$ cat config.mk
export PLATFORM = sky130hd
export DESIGN_NAME = csm_step_chain
export DESIGN_NICKNAME = d
export VERILOG_FILES = /design/src/rtl/csm_pkg.sv /design/src/rtl/csm_addend_sel.sv /design/src/rtl/csm_csa_row.sv /design/src/rtl/csm_bit_step.sv /design/src/rtl/csm_step_chain.sv
export SDC_FILE = /design/constraint.sdc
export NUM_CORES = 1
export LEC_CHECK = 0
export ABC_CLOCK_PERIOD_IN_PS = 4770
export BUFFER_PORTS_ARGS = -buffer_cell sky130_fd_sc_hd__buf_2
export CORE_MARGIN = 3
export CORE_UTILIZATION = 46
export DETAILED_ROUTE_END_ITERATION = 10
export PLACE_DENSITY = 0.8
export SLEW_MARGIN = 20
export SYNTH_ARGS = -nofsm -noshare
export SYNTH_HDL_FRONTEND = slang
export SYNTH_SLANG_ARGS = --single-unit
$ cat constraint.sdc
create_clock -name vclk -period 4.77
set_input_delay 0.954 -clock vclk [all_inputs]
set_output_delay 0.954 -clock vclk [all_outputs]
set_load 0.1 [all_outputs]
$ cat src/rtl/csm_pkg.sv
// Package: shared types and bit-level helpers for the carry-save step chain.
// Assumes: nothing beyond IEEE 1800-2017 semantics.
package csm_pkg;

    // What a single step adds to its partial product.
    typedef enum logic [1:0] {
        ADD_NONE  = 2'b00,
        ADD_PLUS  = 2'b01,
        ADD_MINUS = 2'b10
    } addend_kind_e;

    // Majority of three bits: the carry of a full adder.
    function automatic logic maj3(input logic a, input logic b, input logic c);
        return (a & b) | (a & c) | (b & c);
    endfunction

    // Sum bit of a full adder.
    function automatic logic xor3(input logic a, input logic b, input logic c);
        return a ^ b ^ c;
    endfunction

endpackage

$ cat src/rtl/csm_addend_sel.sv
// Module: csm_addend_sel
// Picks the addend of one step: zero, the sign-extended multiplicand, or its
// bitwise inverse together with a +1 injection for a subtraction.
// Assumes: W > MCAND_W, so sign extension never loses information.
module csm_addend_sel
    import csm_pkg::*;
#(
    parameter int MCAND_W = 12,
    parameter int W       = MCAND_W + 1
) (
    input  logic [MCAND_W-1:0] mcand,
    input  logic               mbit,
    input  logic               is_sign,
    output logic [W-1:0]       addend,
    output logic               inject
);
    localparam int EXT_W = W - MCAND_W;

    addend_kind_e        kind;
    logic [W-1:0]        mext;

    // Sign-extend the multiplicand to the adder width.
    assign mext = {{EXT_W{mcand[MCAND_W-1]}}, mcand};

    // Decide the kind of addend from the bit and the sign-step flag.
    always_comb begin
        if (!mbit)        kind = ADD_NONE;
        else if (is_sign) kind = ADD_MINUS;
        else              kind = ADD_PLUS;
    end

    // Form the addend vector and the least significant injection.
    always_comb begin
        unique case (kind)
            ADD_PLUS:  begin addend = mext;       inject = 1'b0; end
            ADD_MINUS: begin addend = ~mext;      inject = 1'b1; end
            default:   begin addend = '0;         inject = 1'b0; end
        endcase
    end

endmodule

$ cat src/rtl/csm_csa_row.sv
// Module: csm_csa_row
// A row of independent full adders that compresses three W-bit vectors into
// a sum vector and a carry vector; no signal crosses between columns.
// Assumes: inputs are two's complement, so the top column acts as the sign column.
module csm_csa_row
    import csm_pkg::*;
#(
    parameter int W = 13
) (
    input  logic [W-1:0] a,
    input  logic [W-1:0] b,
    input  logic [W-1:0] c,
    output logic [W-1:0] sum,
    output logic [W-1:0] cy
);
    // One full adder per column.
    for (genvar i = 0; i < W; i++) begin : g_col
        assign sum[i] = xor3(a[i], b[i], c[i]);
        assign cy[i]  = maj3(a[i], b[i], c[i]);
    end

endmodule

$ cat src/rtl/csm_bit_step.sv
// Module: csm_bit_step
// Handles one multiplier bit: adds the selected addend to the carry-save
// partial product, releases bit 0 as a product bit and halves the rest.
// Assumes: the carry vector has the same weight as the sum vector; a +1
// injection only happens on the final (sign) step of a multiplication.
module csm_bit_step #(
    parameter int MCAND_W = 12,
    parameter int W       = MCAND_W + 1
) (
    input  logic [W-1:0]       ps_sum,
    input  logic [W-1:0]       ps_carry,
    input  logic [MCAND_W-1:0] mcand,
    input  logic               mbit,
    input  logic               is_sign,
    output logic [W-1:0]       nx_sum,
    output logic [W-1:0]       nx_carry,
    output logic               fix,
    output logic               pbit
);
    logic [W-1:0] addend;
    logic         inject;
    logic [W-1:0] row_sum;
    logic [W-1:0] row_cy;

    csm_addend_sel #(.MCAND_W(MCAND_W), .W(W)) u_sel (
        .mcand   (mcand),
        .mbit    (mbit),
        .is_sign (is_sign),
        .addend  (addend),
        .inject  (inject)
    );

    csm_csa_row #(.W(W)) u_row (
        .a   (ps_sum),
        .b   (ps_carry),
        .c   (addend),
        .sum (row_sum),
        .cy  (row_cy)
    );

    // Release bit 0 (sum bit plus injection) and halve: the sum vector shifts
    // arithmetically, while the carries already carry double weight.
    always_comb begin
        pbit     = row_sum[0] ^ inject;
        fix      = row_sum[0] & inject;
        nx_sum   = {row_sum[W-1], row_sum[W-1:1]};
        nx_carry = row_cy;
    end

endmodule

$ cat src/rtl/csm_step_chain.sv
// Module: csm_step_chain (top)
// Chains STEPS bit steps so one pass consumes STEPS multiplier bits. Only the
// last step can be flagged as the sign step; its leftover +1 leaves as out_fix.
// Assumes: MCAND_W >= 2, STEPS >= 1; the caller adds out_fix at final conversion.
module csm_step_chain #(
    parameter int MCAND_W = 12,
    parameter int STEPS   = 4,
    parameter int W       = MCAND_W + 1
) (
    input  logic [W-1:0]       in_sum,
    input  logic [W-1:0]       in_carry,
    input  logic [MCAND_W-1:0] mcand,
    input  logic [STEPS-1:0]   mbits,
    input  logic               last_is_sign,
    output logic [W-1:0]       out_sum,
    output logic [W-1:0]       out_carry,
    output logic               out_fix,
    output logic [STEPS-1:0]   prod_bits
);
    logic [W-1:0]     sum_link   [STEPS+1];
    logic [W-1:0]     carry_link [STEPS+1];
    logic [STEPS-1:0] fix_vec;

    // Feed the chain from the ports.
    assign sum_link[0]   = in_sum;
    assign carry_link[0] = in_carry;

    for (genvar k = 0; k < STEPS; k++) begin : g_step
        localparam bit IS_LAST = (k == STEPS - 1);
        csm_bit_step #(.MCAND_W(MCAND_W), .W(W)) u_step (
            .ps_sum   (sum_link[k]),
            .ps_carry (carry_link[k]),
            .mcand    (mcand),
            .mbit     (mbits[k]),
            .is_sign  (IS_LAST ? last_is_sign : 1'b0),
            .nx_sum   (sum_link[k+1]),
            .nx_carry (carry_link[k+1]),
            .fix      (fix_vec[k]),
            .pbit     (prod_bits[k])
        );
    end

    // Drive the outgoing partial product; only the last step can raise a fix.
    always_comb begin
        out_sum   = sum_link[STEPS];
        out_carry = carry_link[STEPS];
        out_fix   = |fix_vec;
    end

endmodule

==> results of run 1 <==
[kinds of logic after synthesis]
family        synth area share
buf+inv                 0.1682
fa+ha+maj               0.6106
simple gates            0.1603
xor+xnor               0.06091
[worst max-delay path, cell delays in order]
cell and delay [ns]:
buf_8 0.10, buf_12 0.12, and2_1 0.15, fa_1 0.49, fa_1 0.51, inv_1 0.06, fa_1 0.54, inv_1 0.06
fa_2 0.59, buf_12 0.17
[placed cells by master (no fill, tap or decap)]
cell,count
nand2_1,15
and2_1,33
buf_2,57
ha_4,1
fa_1,39
buf_12,17
fa_2,13
buf_8,1
buf_4,3
xor2_1,12
inv_2,4
and2_2,1
clkinvlp_4,1
and2_4,1
inv_1,50
[what timing repair did]
item | CTS | global route
setup buffers | 0 | 0
gates resized for setup | 3 | 7
pin swaps | 17 | 14
endpoints found under the setup margin | 12 | 12
[final cells by class]
type / count / area [um^2] / area share
timing repair buffer: 78 / 663.1 / 0.2748
multi-input combinational: 115 / 1483 / 0.6143
tap: 46 / 57.56 / 0.02385
inverter: 55 / 210.2 / 0.08709
[Yosys cell counts]
library cell	count	share of area
and2_2	1	0.0044
buf_12	1	0.012
and2_1	34	0.12
ha_1	1	0.0073
inv_1	55	0.12
xor2_1	12	0.061
clkbuf_1	4	0.0087
fa_1	52	0.60
nand2_1	15	0.033
buf_4	5	0.022
buf_6	1	0.0065
[stage by stage]
stage,setup TNS (ns),hold slack [ns]
finish,0,2.563
global route,-0.06988,2.607
CTS,0,2.572
detailed placement,-0.3770,2.570
global placement,-0.05996,2.568
floorplan,-0.4708,2.321
[final timing paths]
kind | depth (start not counted) | startpoint | slack [ns] | to
worst min-delay path | 3 | in_carry[0] | 2.56 | prod_bits[0]
worst max-delay path | 10 | mbits[0] | 0.06 | out_sum[4]
[routing by layer]
metal | part of all wire | global-route usage
met1 | 0.37 | 0.2328
met2 | 0.56 | 0.3632
met3 | 0.074 | 0.009983
met4 | 0 | 0
met5 | 0 | 0
==> key figures, run 1 <==
Outcome
  • Status: completed

Min path
  • Min-delay worst type: primary input to primary output

Worst setup path
  • Crit Path Max Fanout: 8
  • CP Class: primary input to primary output
  • Critical Path Sink Type: primary output
  • Startpoint Class: primary input
  • Worst Path Required: 3.82 ns
  • Crit path arrival time: 3.75 ns

Placement
  • Placed cell count: 294
  • Pre-CTS WS: -0.06983 ns
  • GP Congestion: 0.7777
  • Port bufs: 74
  • Post-placement cell area: 0.002396 mm^2
  • DP HPWL: 3.376 mm

Timing
  • Slew headroom: 0.6707
  • Final Max Tran Viols: 0
  • Fin crit share: 0.9872
  • RSZ-0062 raised after global routing: yes
  • Fin. Hold Viols: 0
  • Crit path time final: 4.709 ns
  • Worst-Margin Slew: 0.4973 ns
  • # setup viols final: 0
  • Fmax: 212.4 MHz
  • Final worst slack: 0.06116 ns

Yosys
  • Syn Area/Cell: 9.533 um^2
  • Post-synthesis sequential area ratio: 0
  • Post-synthesis cell area: 0.001725 mm^2
  • Syn_nets: 277
  • Unique masters post-synth: 11
  • YS warnings: 0
  • Cell count after synthesis: 181

Route
  • DR vias: 1313
  • Vias per cell: 4.466
  • Iter 0 DRT Violations: 48
  • DRC viols: 0
  • Wire length per cell: 12.47 um
  • Final ANT Viol Nets: 0
  • Total Wirelength: 3.665 mm
  • Drt first pass iters: 4

Layout
  • Share of cells above drive strength 1: 0.3992
  • Diode count: 0
  • Layout clock buffers: 0
  • Area Growth Syn to Fin: 39.88%
  • Final Net Count: 346
  • Seq cells: 0
  • Layout Cells excl Fill: 294
  • Fillers: 290
  • Fin area: 0.002414 mm^2
  • Final core occ: 0.6959
  • Sequential cell area: 0 um^2

Floorplanning
  • Row cnt: 21
  • Die area: 0.004522 mm^2
  • Die height: 67.25 um
  • Core Region: 0.003468 mm^2
  • Starting Density: 0.4975
  • I/O Pins: 74
  • Die extent in x: 67.25 um

Global routing
  • Total gr overflow: 0
  • Largest net degree at the start of global routing: 15
  • Total global-route track usage: 0.1838
  • First-pass GRT wire length: 6.458 mm
  • Initial antenna violation count: 0
  • Number of global-route vias before repair: 1512

Run
  • Max_cap viols: 0

Clock network
  • Post-cts hold buffer count: 0
Power of run 1 is left out: the tool's default activity adds up to more than one toggle a clock period on the data nets, which glitch-free logic cannot reach.
==> run 2: changes to the inputs <==
CELL_PAD_IN_SITES_DETAIL_PLACEMENT = 1   (was unset)
CELL_PAD_IN_SITES_GLOBAL_PLACEMENT = 2   (was unset)
CORE_UTILIZATION = 26   (was 46)
PLACE_DENSITY = 0.79   (was 0.8)
==> run 2 against run 1 <==
Effect of this change:
- die area up 69%
- critical path depth unchanged
- sequential cell count unchanged
- setup slack worse by 0.026 ns
- final cell count up 11%
- clock-buffer cell count unchanged
- global-route usage down 6.7 points
- first-iteration DRC count down 88%
- sequential share of layout area unchanged
- design area up 1.5%
- core utilization down 31 points
- largest cell class unchanged
- highest routed layer unchanged
==> key figures, run 2 (synthesized netlist as in run 1, its figures left out) <==
Floorplanning
  • Die extent in x: 87.46 um (+30%)
  • Die height: 87.46 um (+30%)
  • Die area: 0.007649 mm^2 (+69%)
  • Row cnt: 29 (+38%)
  • Core Region: 0.006386 mm^2 (+84%)
  • Starting Density: 0.2702 (-0.2273)
  • I/O Pins: 74 (unchanged)

Layout
  • Final Net Count: 346 (unchanged)
  • Most common cell after layout, fill and taps aside: buf_2
  • Layout Cells excl Fill: 325 (+11%)
  • Most frequent cells in the layout: buf_2 (57), inv_1 (51), fa_1 (41)
  • Layout clock buffers: 0 (unchanged)
  • Area Growth Syn to Fin: 41.99%
  • Final core occ: 0.3836 (-0.3123)
  • Share of cells above drive strength 1: 0.3911 (-0.008065)
  • Diode count: 0 (unchanged)
  • Seq cells: 0 (unchanged)
  • Sequential cell area: 0 um^2 (unchanged)
  • Area of the multi-input gates: 0.001480 mm^2 (-0.17%)
  • Fillers: 767 (+160%)

Route
  • Iter 0 DRT Violations: 6 (-88%)
  • DRC viols: 0 (unchanged)
  • Drt first pass iters: 2 (-2)
  • Vias per cell: 4.058 (-9.1%)
  • Final ANT Viol Nets: 0 (unchanged)
  • Total Wirelength: 4.103 mm (+12%)
  • Wire length per cell: 12.62 um (+1.3%)
  • DR vias: 1319 (+0.46%)

Worst setup path
  • Worst Path Required: 3.82 ns (about the same)
  • CP Class: primary input to primary output
  • Startpoint Class: primary input
  • Critical Path Sink Type: primary output
  • Crit Path Max Fanout: 9 (+1)
  • Crit path arrival time: 3.78 ns (+0.03 ns)

Clock network
  • Post-cts hold buffer count: 0 (unchanged)

Timing
  • Worst-Margin Slew: 0.5030 ns (+0.005740 ns)
  • Fin. Hold Viols: 0 (unchanged)
  • Slew headroom: 0.6669 (-0.003801)
  • Setup TNS: 0 ns (unchanged)
  • Fin crit share: 0.9926 (+0.005397)
  • # setup viols final: 0 (unchanged)
  • Fmax: 211.2 MHz (-0.54%)
  • Crit path time final: 4.735 ns (+0.02574 ns)
  • RSZ-0062 raised after global routing: yes
  • Final Max Tran Viols: 0 (unchanged)

Placement
  • Port bufs: 74 (unchanged)
  • Placed cell count: 324 (+10%)
  • DP HPWL: 3.717 mm (+10%)
  • GP Congestion: 0.7448 (-4.2%)

Global routing
  • Largest net degree at the start of global routing: 15 (unchanged)
  • Number of global-route vias before repair: 1579 (+4.4%)
  • Initial antenna violation count: 0 (unchanged)
  • Total global-route track usage: 0.1169 (-0.06684)
  • First-pass GRT wire length: 7.300 mm (+13%)
  • Total gr overflow: 0 (unchanged)

Run
  • Max_cap viols: 0 (unchanged)

Outcome
  • Status: completed

Min path
  • Min-delay worst type: primary input to primary output
## run 2: stage by stage
| step | setup slack (ns) | cell area, um^2 | hold slack [ns] |
|---|---|---|---|
| after global routing | -0.05951 | 2450 | 2.597 |
| after global placement | -0.06272 | 2427 | 2.561 |
| after floorplan | -0.3491 | 1795 | 2.321 |
| after detailed placement | -0.07171 | 2427 | 2.574 |
| final | 0.03542 | 2450 | 2.569 |
| after CTS | 0.01320 | 2446 | 2.576 |
## run 2: timing repair
action | CTS | global route
gates resized for setup | 5 | 3
pin swaps | 16 | 25
setup buffers | 1 | 0
endpoints found under the setup margin | 11 | 13
## run 2: cell type report
cell class,instances,share of cell area
inverter,55,0.08580
timing repair buffer,78,0.2707
tap,77,0.03933
multi-input combinational,115,0.6042
## run 2: layer usage
metal | GRT usage | vias to the layer above | part of all wire
met5 | 0 | - | 0
li1 | - | 615 | -
met4 | 0 | 0 | 0
met3 | 0.004730 | 0 | 0.059
met1 | 0.1587 | 662 | 0.41
met2 | 0.2185 | 42 | 0.53
## run 2: final timing paths
| check | startpoint | end | slack (ns) | depth (start not counted) |
|---|---|---|---|---|
| worst min-delay path | in_carry[0] | prod_bits[0] | 2.57 | 3 |
| worst max-delay path | mbits[0] | out_sum[11] | 0.04 | 10 |
## run 2: critical path, cell delays in order
cell        delay [ns]
buf_8             0.10
buf_12            0.13
and2_4            0.14
fa_2              0.56
fa_1              0.44
fa_1              0.52
inv_1             0.06
fa_1              0.53
clkinvlp_4        0.15
buf_12            0.19
Power of run 2 is left out for the same reason.
